[config.mk]
export PLATFORM = sky130hd
export DESIGN_NAME = useq_booth
export DESIGN_NICKNAME = d
export VERILOG_FILES = /design/src/rtl/useq_pkg.sv /design/src/rtl/useq_ctrl_mem.sv /design/src/rtl/useq_cond_mux.sv /design/src/rtl/useq_sequencer.sv /design/src/rtl/useq_booth_dp.sv /design/src/rtl/useq_booth.sv
export SDC_FILE = /design/constraint.sdc
export NUM_CORES = 1
export LEC_CHECK = 0
export CORE_MARGIN = 8
export CORE_UTILIZATION = 50
export DETAILED_ROUTE_END_ITERATION = 10
export PLACE_DENSITY = 0.79
export SKIP_CTS_REPAIR_TIMING = 1
export SLEW_MARGIN = 15
export SYNTH_ARGS = -nofsm -noshare
export SYNTH_HDL_FRONTEND = slang
export SYNTH_HIERARCHICAL = 1
export SYNTH_SLANG_ARGS = --single-unit
export TNS_END_PERCENT = 20
[constraint.sdc]
create_clock -name clk_i -period 5.1 [get_ports clk_i]
set_clock_uncertainty 0.2 [all_clocks]
set_input_delay 1.53 -clock clk_i [delete_from_list [all_inputs] [get_ports clk_i]]
set_output_delay 1.53 -clock clk_i [all_outputs]
set_load 0.02 [all_outputs]
[src/rtl/useq_pkg.sv]
package useq_pkg;
  localparam int CTL_W     = 10;
  localparam int ADDR_W    = 4;
  localparam int CM_DEPTH  = 13;
  localparam logic [ADDR_W-1:0] HALT_ADDR = 4'd12;

  // condition select codes
  localparam logic [2:0] SEL_NONE = 3'b000;
  localparam logic [2:0] SEL_P01  = 3'b001;
  localparam logic [2:0] SEL_P10  = 3'b010;
  localparam logic [2:0] SEL_NZ   = 3'b011;
  localparam logic [2:0] SEL_ALW  = 3'b111;

  // control line positions
  localparam int CL_CLR_A = 9;
  localparam int CL_LD_M  = 8;
  localparam int CL_SET_L = 7;
  localparam int CL_LD_Q  = 6;
  localparam int CL_ADD   = 5;
  localparam int CL_SUB   = 4;
  localparam int CL_SHR   = 3;
  localparam int CL_DEC_L = 2;
  localparam int CL_OUT_A = 1;
  localparam int CL_OUT_Q = 0;

  typedef struct packed {
    logic [2:0]        sel;
    logic [ADDR_W-1:0] br;
    logic [CTL_W-1:0]  ctl;
  } cword_t;

  function automatic cword_t cm_word(input logic [ADDR_W-1:0] a);
    cword_t w;
    w = '0;
    case (a)
      4'd0:  w.ctl = 10'b1110000000;                 // clear A, load M, preset L
      4'd1:  w.ctl = 10'b0001000000;                 // load Q
      4'd2:  begin w.sel = SEL_P01; w.br = 4'd5; end // loop entry
      4'd3:  begin w.sel = SEL_P10; w.br = 4'd7; end
      4'd4:  begin w.sel = SEL_ALW; w.br = 4'd8; end
      4'd5:  w.ctl = 10'b0000100000;                 // add
      4'd6:  begin w.sel = SEL_ALW; w.br = 4'd8; end
      4'd7:  w.ctl = 10'b0000010000;                 // subtract
      4'd8:  w.ctl = 10'b0000001100;                 // shift, decrement
      4'd9:  begin w.sel = SEL_NZ;  w.br = 4'd2; end // close loop
      4'd10: w.ctl = 10'b0000000010;
      4'd11: w.ctl = 10'b0000000001;
      4'd12: begin w.sel = SEL_ALW; w.br = HALT_ADDR; end
      default: w = '0;
    endcase
    return w;
  endfunction
endpackage

[src/rtl/useq_ctrl_mem.sv]
module useq_ctrl_mem
  import useq_pkg::*;
(
  input  logic [ADDR_W-1:0] addr_i,
  output cword_t            word_o
);
  cword_t rom [CM_DEPTH];

  for (genvar i = 0; i < CM_DEPTH; i++) begin : g_rom
    assign rom[i] = cm_word(ADDR_W'(i));
  end

  always_comb begin
    if (int'(addr_i) < CM_DEPTH) word_o = rom[addr_i];
    else                         word_o = '0;
  end
endmodule

[src/rtl/useq_cond_mux.sv]
module useq_cond_mux
  import useq_pkg::*;
(
  input  logic [2:0] sel_i,
  input  logic [1:0] q_pair_i,
  input  logic       cnt_zero_i,
  output logic       take_o
);
  always_comb begin
    unique case (sel_i)
      SEL_P01: take_o = (q_pair_i == 2'b01);
      SEL_P10: take_o = (q_pair_i == 2'b10);
      SEL_NZ:  take_o = !cnt_zero_i;
      SEL_ALW: take_o = 1'b1;
      default: take_o = 1'b0; // 000 and 100..110 never branch
    endcase
  end
endmodule

[src/rtl/useq_sequencer.sv]
module useq_sequencer
  import useq_pkg::*;
(
  input  logic              clk_i,
  input  logic              rst_ni,
  input  logic              load_i,
  input  logic [ADDR_W-1:0] start_addr_i,
  input  logic [1:0]        q_pair_i,
  input  logic              cnt_zero_i,
  output logic [CTL_W-1:0]  ctl_o
);
  logic [ADDR_W-1:0] mpc_q, mpc_d;
  cword_t            cwb_q, fetch;
  logic              take;

  useq_cond_mux i_cond (
    .sel_i      (cwb_q.sel),
    .q_pair_i   (q_pair_i),
    .cnt_zero_i (cnt_zero_i),
    .take_o     (take)
  );

  always_comb begin
    if (load_i)    mpc_d = start_addr_i;
    else if (take) mpc_d = cwb_q.br;
    else           mpc_d = mpc_q + 4'd1;
  end

  useq_ctrl_mem i_cm (
    .addr_i (mpc_d),
    .word_o (fetch)
  );

  always_ff @(posedge clk_i or negedge rst_ni) begin
    if (!rst_ni) begin
      mpc_q <= HALT_ADDR;
      cwb_q <= cm_word(HALT_ADDR);
    end else begin
      mpc_q <= mpc_d;
      cwb_q <= fetch;
    end
  end

  assign ctl_o = cwb_q.ctl;

  a_r2_load_addr: assert property (@(posedge clk_i) disable iff (!rst_ni)
    load_i |=> (mpc_q == $past(start_addr_i)));
  a_r6_halt_park: assert property (@(posedge clk_i) disable iff (!rst_ni)
    (!load_i && mpc_q == HALT_ADDR) |=> (mpc_q == HALT_ADDR && ctl_o == '0));
  a_r4_step: assert property (@(posedge clk_i) disable iff (!rst_ni)
    (!load_i && !take) |=> (mpc_q == $past(mpc_q) + 4'd1));
endmodule

[src/rtl/useq_booth_dp.sv]
module useq_booth_dp
  import useq_pkg::*;
#(
  parameter int DATA_W = 4
) (
  input  logic              clk_i,
  input  logic              rst_ni,
  input  logic [CTL_W-1:0]  ctl_i,
  input  logic [DATA_W-1:0] inbus_i,
  output logic [DATA_W-1:0] outbus_o,
  output logic [1:0]        q_pair_o,
  output logic              cnt_zero_o
);
  localparam int AW = DATA_W + 1;          // guard bit keeps A-M from overflowing
  localparam int LW = $clog2(DATA_W + 1);

  logic [AW-1:0]     a_q;
  logic [DATA_W-1:0] m_q;
  logic [DATA_W:0]   q_q;
  logic [LW-1:0]     l_q;
  logic [AW-1:0]     m_ext;

  assign m_ext = {m_q[DATA_W-1], m_q};

  always_ff @(posedge clk_i or negedge rst_ni) begin
    if (!rst_ni) begin
      a_q <= '0;
      m_q <= '0;
      q_q <= '0;
      l_q <= '0;
    end else begin
      if (ctl_i[CL_CLR_A])     a_q <= '0;
      else if (ctl_i[CL_ADD])  a_q <= a_q + m_ext;
      else if (ctl_i[CL_SUB])  a_q <= a_q - m_ext;
      else if (ctl_i[CL_SHR])  a_q <= {a_q[AW-1], a_q[AW-1:1]};

      if (ctl_i[CL_LD_M])      m_q <= inbus_i;

      if (ctl_i[CL_LD_Q])      q_q <= {inbus_i, 1'b0};
      else if (ctl_i[CL_SHR])  q_q <= {a_q[0], q_q[DATA_W:1]};

      if (ctl_i[CL_SET_L])     l_q <= LW'(DATA_W);
      else if (ctl_i[CL_DEC_L]) l_q <= l_q - 1'b1;
    end
  end

  always_comb begin
    if (ctl_i[CL_OUT_A])      outbus_o = a_q[DATA_W-1:0];
    else if (ctl_i[CL_OUT_Q]) outbus_o = q_q[DATA_W:1];
    else                      outbus_o = '0;
  end

  assign q_pair_o   = q_q[1:0];
  assign cnt_zero_o = (l_q == '0);

  a_r4_cnt_bound: assert property (@(posedge clk_i) disable iff (!rst_ni)
    l_q <= LW'(DATA_W));
  a_r7_cnt_preset: assert property (@(posedge clk_i) disable iff (!rst_ni)
    ctl_i[CL_SET_L] |=> (l_q == LW'(DATA_W)));
endmodule

[src/rtl/useq_booth.sv]
module useq_booth
  import useq_pkg::*;
#(
  parameter int DATA_W = 4
) (
  input  logic              clk_i,
  input  logic              rst_ni,
  input  logic              load_i,
  input  logic [ADDR_W-1:0] start_addr_i,
  input  logic [DATA_W-1:0] inbus_i,
  output logic [CTL_W-1:0]  ctrl_o,
  output logic [DATA_W-1:0] outbus_o
);
  logic [1:0] q_pair;
  logic       cnt_zero;

  useq_sequencer i_seq (
    .clk_i        (clk_i),
    .rst_ni       (rst_ni),
    .load_i       (load_i),
    .start_addr_i (start_addr_i),
    .q_pair_i     (q_pair),
    .cnt_zero_i   (cnt_zero),
    .ctl_o        (ctrl_o)
  );

  useq_booth_dp #(.DATA_W(DATA_W)) i_dp (
    .clk_i      (clk_i),
    .rst_ni     (rst_ni),
    .ctl_i      (ctrl_o),
    .inbus_i    (inbus_i),
    .outbus_o   (outbus_o),
    .q_pair_o   (q_pair),
    .cnt_zero_o (cnt_zero)
  );

  a_r8_out_exclusive: assert property (@(posedge clk_i) disable iff (!rst_ni)
    !(ctrl_o[CL_OUT_A] && ctrl_o[CL_OUT_Q]));
endmodule

==> impl_metrics.tcl <==
set metrics [dict create \
    outcome "completed" \
    cts.sinks 38 \
    cpPeakStageDelay_ps 600 \
    rows 23 \
    antenna_left 0 \
    syn_avg_cell_area_sq_um 10.13 \
    grt_pass1_wl_um 7079 \
    max_slew_margin 0.2622 \
    fin_area_sq_mm 0.002377 \
    path_max_fanout 6 \
    final.setup.tns_ps 0 \
    drv_cap 0 \
    drive_gt1_frac 0.1147 \
    start_util 0.5270 \
    netlist.area_leader.share 0.3628 \
    routed_wl_um 4061 \
    critPathLaunch "i_seq/ctl_o[1]" \
    die_h_um 81.40 \
    slew_viol_final 0 \
    grt.total_usage 0.1384 \
    p_leak_nw 1.028 \
    crit_type "flop to output port" \
    hpwl_um 2981 \
    drt_pass1_iterations 4 \
    drc 0 \
    setup_viol 0 \
    core_sq_mm 0.004058 \
    finalCritPeriodShare 0.6836 \
    crit_arrival_ps 1760 \
    htree_levels 2 \
    cts_buffers 5 \
    ys_top_cells_by_area "dfrtp_1 (36%), dfstp_2 (8.6%), ha_1 (6.4%)" \
    cp.depth 3 \
    portBuffers 24 \
    placed_area_sq_mm 0.002261 \
    root_buffer "clkbuf_8" \
    drt-initial-drc-count 71 \
    grt_max_degree 39 \
    nNetsFinal 241 \
    wire_per_inst_um 15.15 \
    clk_pin_slew_ps 70 \
    cp-endpoint "outbus_o[1]" \
    insertion_delay_ps 280 \
    die-area_sq_mm 0.006625 \
    grt_remaining_overflow 0 \
    cp_cell_sequence "nor2b_1 > a22o_1 > clkdlybuf4s50_1" \
    via_count 1459 \
    synth_area_sq_mm 0.002138 \
    io_pins 25 \
    required_ps 3370 \
    ys_ff_latch 38 \
    crit_family "buffers and inverters" \
    reg2reg_slack_ps 1980 \
    path_buf_inv 1 \
    synth-main-ff-cell "dfrtp_1" \
    power_density_mw_per_mm2 652.6 \
    yosysUniqueCellTypes 45 \
    yosysSeqAreaShare 0.4488 \
    setup.worst_path.start_class "flop" \
    tightest_slew_ps 1095 \
    antenna_found_initial 0 \
    r2r_start "i_dp/q_q[1]" \
    diodes 0 \
    final_hold_viol_count 0 \
    dieWidth_um 81.40 \
    hold_path_class "flop to flop" \
    slowest_stage "clkdlybuf4s50_1" \
    yosys.area.top_type "dfrtp_1" \
    gp_congestion 0.8219 \
    synth_edf_count 0 \
    via_per_inst 5.444 \
    rsz0062_at_grt "false" \
    syn-num-nets 235 \
    peakVddDrop_uv 303.2 \
    setup.worst_path.end_class "output port" \
    cts_buffer_depth 2 \
    reg2reg_to "i_seq/cwb_q[14]" \
    r2r_cells 7 \
    async_flop_share 1.000 \
    fmax_mhz 286.8 \
    syn2layout_area_growth_pct 11.18 \
    synth_cells 211 \
    synth_warnings 6 \
    period_minus_slack_ps 3486 \
    grt_pass1_vias 1489 \
    min_from "i_seq/ctl_o[7]" \
    cts_tree "yes" \
]
[cell families after synthesis]
family,after synthesis,synth area share
AND/OR/NAND/NOR,60,0.1375
AO/OA/AOI/OAI,43,0.1381
buffers and inverters,38,0.1047
flip-flops,38,0.4488
adder cells (fa/ha/maj),13,0.08309
multiplexers,12,0.05910
XOR/XNOR,7,0.02867
[registers in the layout, summed over array words and instances (netlist names)]
| register | count |
|---|---|
| i_dp/a_q | 5 |
| i_dp/l_q | 3 |
| i_dp/m_q | 4 |
| i_dp/q_q | 5 |
| i_seq/ctl_o | 10 |
| i_seq/cwb_q | 7 |
| i_seq/mpc_q | 4 |
[area by class of cell]
cell class | count | area [sq um]
Fill cell | 350 | 1680
Timing Repair Buffer | 24 | 235.2
Sequential cell | 38 | 959.7
Clock inverter | 1 | 30.03
Inverter | 13 | 48.80
Clock buffer | 7 | 86.33
Multi-Input combinational cell | 135 | 954.7
Tap cell | 50 | 62.56
[layout by cell type, fill, tap and decap left out, drive strengths merged]
cell type,instances
o21bai,2
xor2,1
a21o,1
and4bb,2
nand2b,7
nor4,1
o31ai,1
or3,1
nor2b,4
or3b,2
nor3,4
a211oi,3
clkdlybuf4s50,23
nand4,1
a221oi,2
mux2i,7
o21ai,17
o22ai,1
xnor2,6
bufinv,1
dfrtp,31
nand3,1
o211ai,2
dfstp,7
o32ai,1
nand2,19
nor2,18
a22oi,1
buf,1
fa,2
a21oi,7
a31o,1
a22o,4
clkbuf,7
ha,11
mux2,5
inv,13
[power by group]
part           total, W  switching [W]  internal, W
Clock          0.000260       0.000101     0.000159
Combinational  0.000714       0.000379     0.000335
Sequential     0.000577       0.000135     0.000442
[cells in the mapped netlist, types with 2 or more instances]
master,count
a211oi_1,3
a21oi_1,6
a22o_1,4
and4bb_1,2
buf_2,2
buf_4,17
buf_6,2
clkbuf_1,3
dfrtp_1,31
dfstp_2,7
fa_1,2
ha_1,11
inv_1,12
mux2_2,4
mux2i_1,7
nand2_1,19
nand2b_1,7
nor2_1,18
nor2b_1,4
nor3_1,4
o21ai_0,13
o21ai_1,4
or3b_1,2
xnor2_1,6
[worst min path at each step]
stage	endpoint	slack, ps	depth (start not counted)
finish	i_dp/l_q[1]	270	1
detailed placement	i_dp/l_q[1]	270	1
global placement	i_dp/l_q[0]	260	1
floorplan	i_dp/l_q[2]	280	2
global route	i_dp/l_q[1]	310	1
CTS	i_dp/l_q[1]	280	1
[through the flow]
step / total power, W / hold slack [ps] / setup slack, ps / cells / utilization
after floorplan: 0.001167 / 284.4 / 2330 / 211 / -
after global placement: 0.001265 / 264.3 / 1424 / 260 / 0.5572
after detailed placement: 0.001289 / 273.5 / 1385 / 260 / 0.5572
after CTS: 0.001562 / 281.6 / 1614 / 268 / 0.5859
after global routing: 0.001692 / 305.1 / 1490 / 268 / 0.5859
final: 0.001551 / 273.7 / 1614 / 268 / 0.5859
[layer usage]
layer,part of all wire,global-route usage
met1,0.45,0.1758
met2,0.48,0.2180
met3,0.054,0.02759
met4,0.018,0.07143
met5,0,0
No activity file was read; power rests on OpenSTA's default activity.
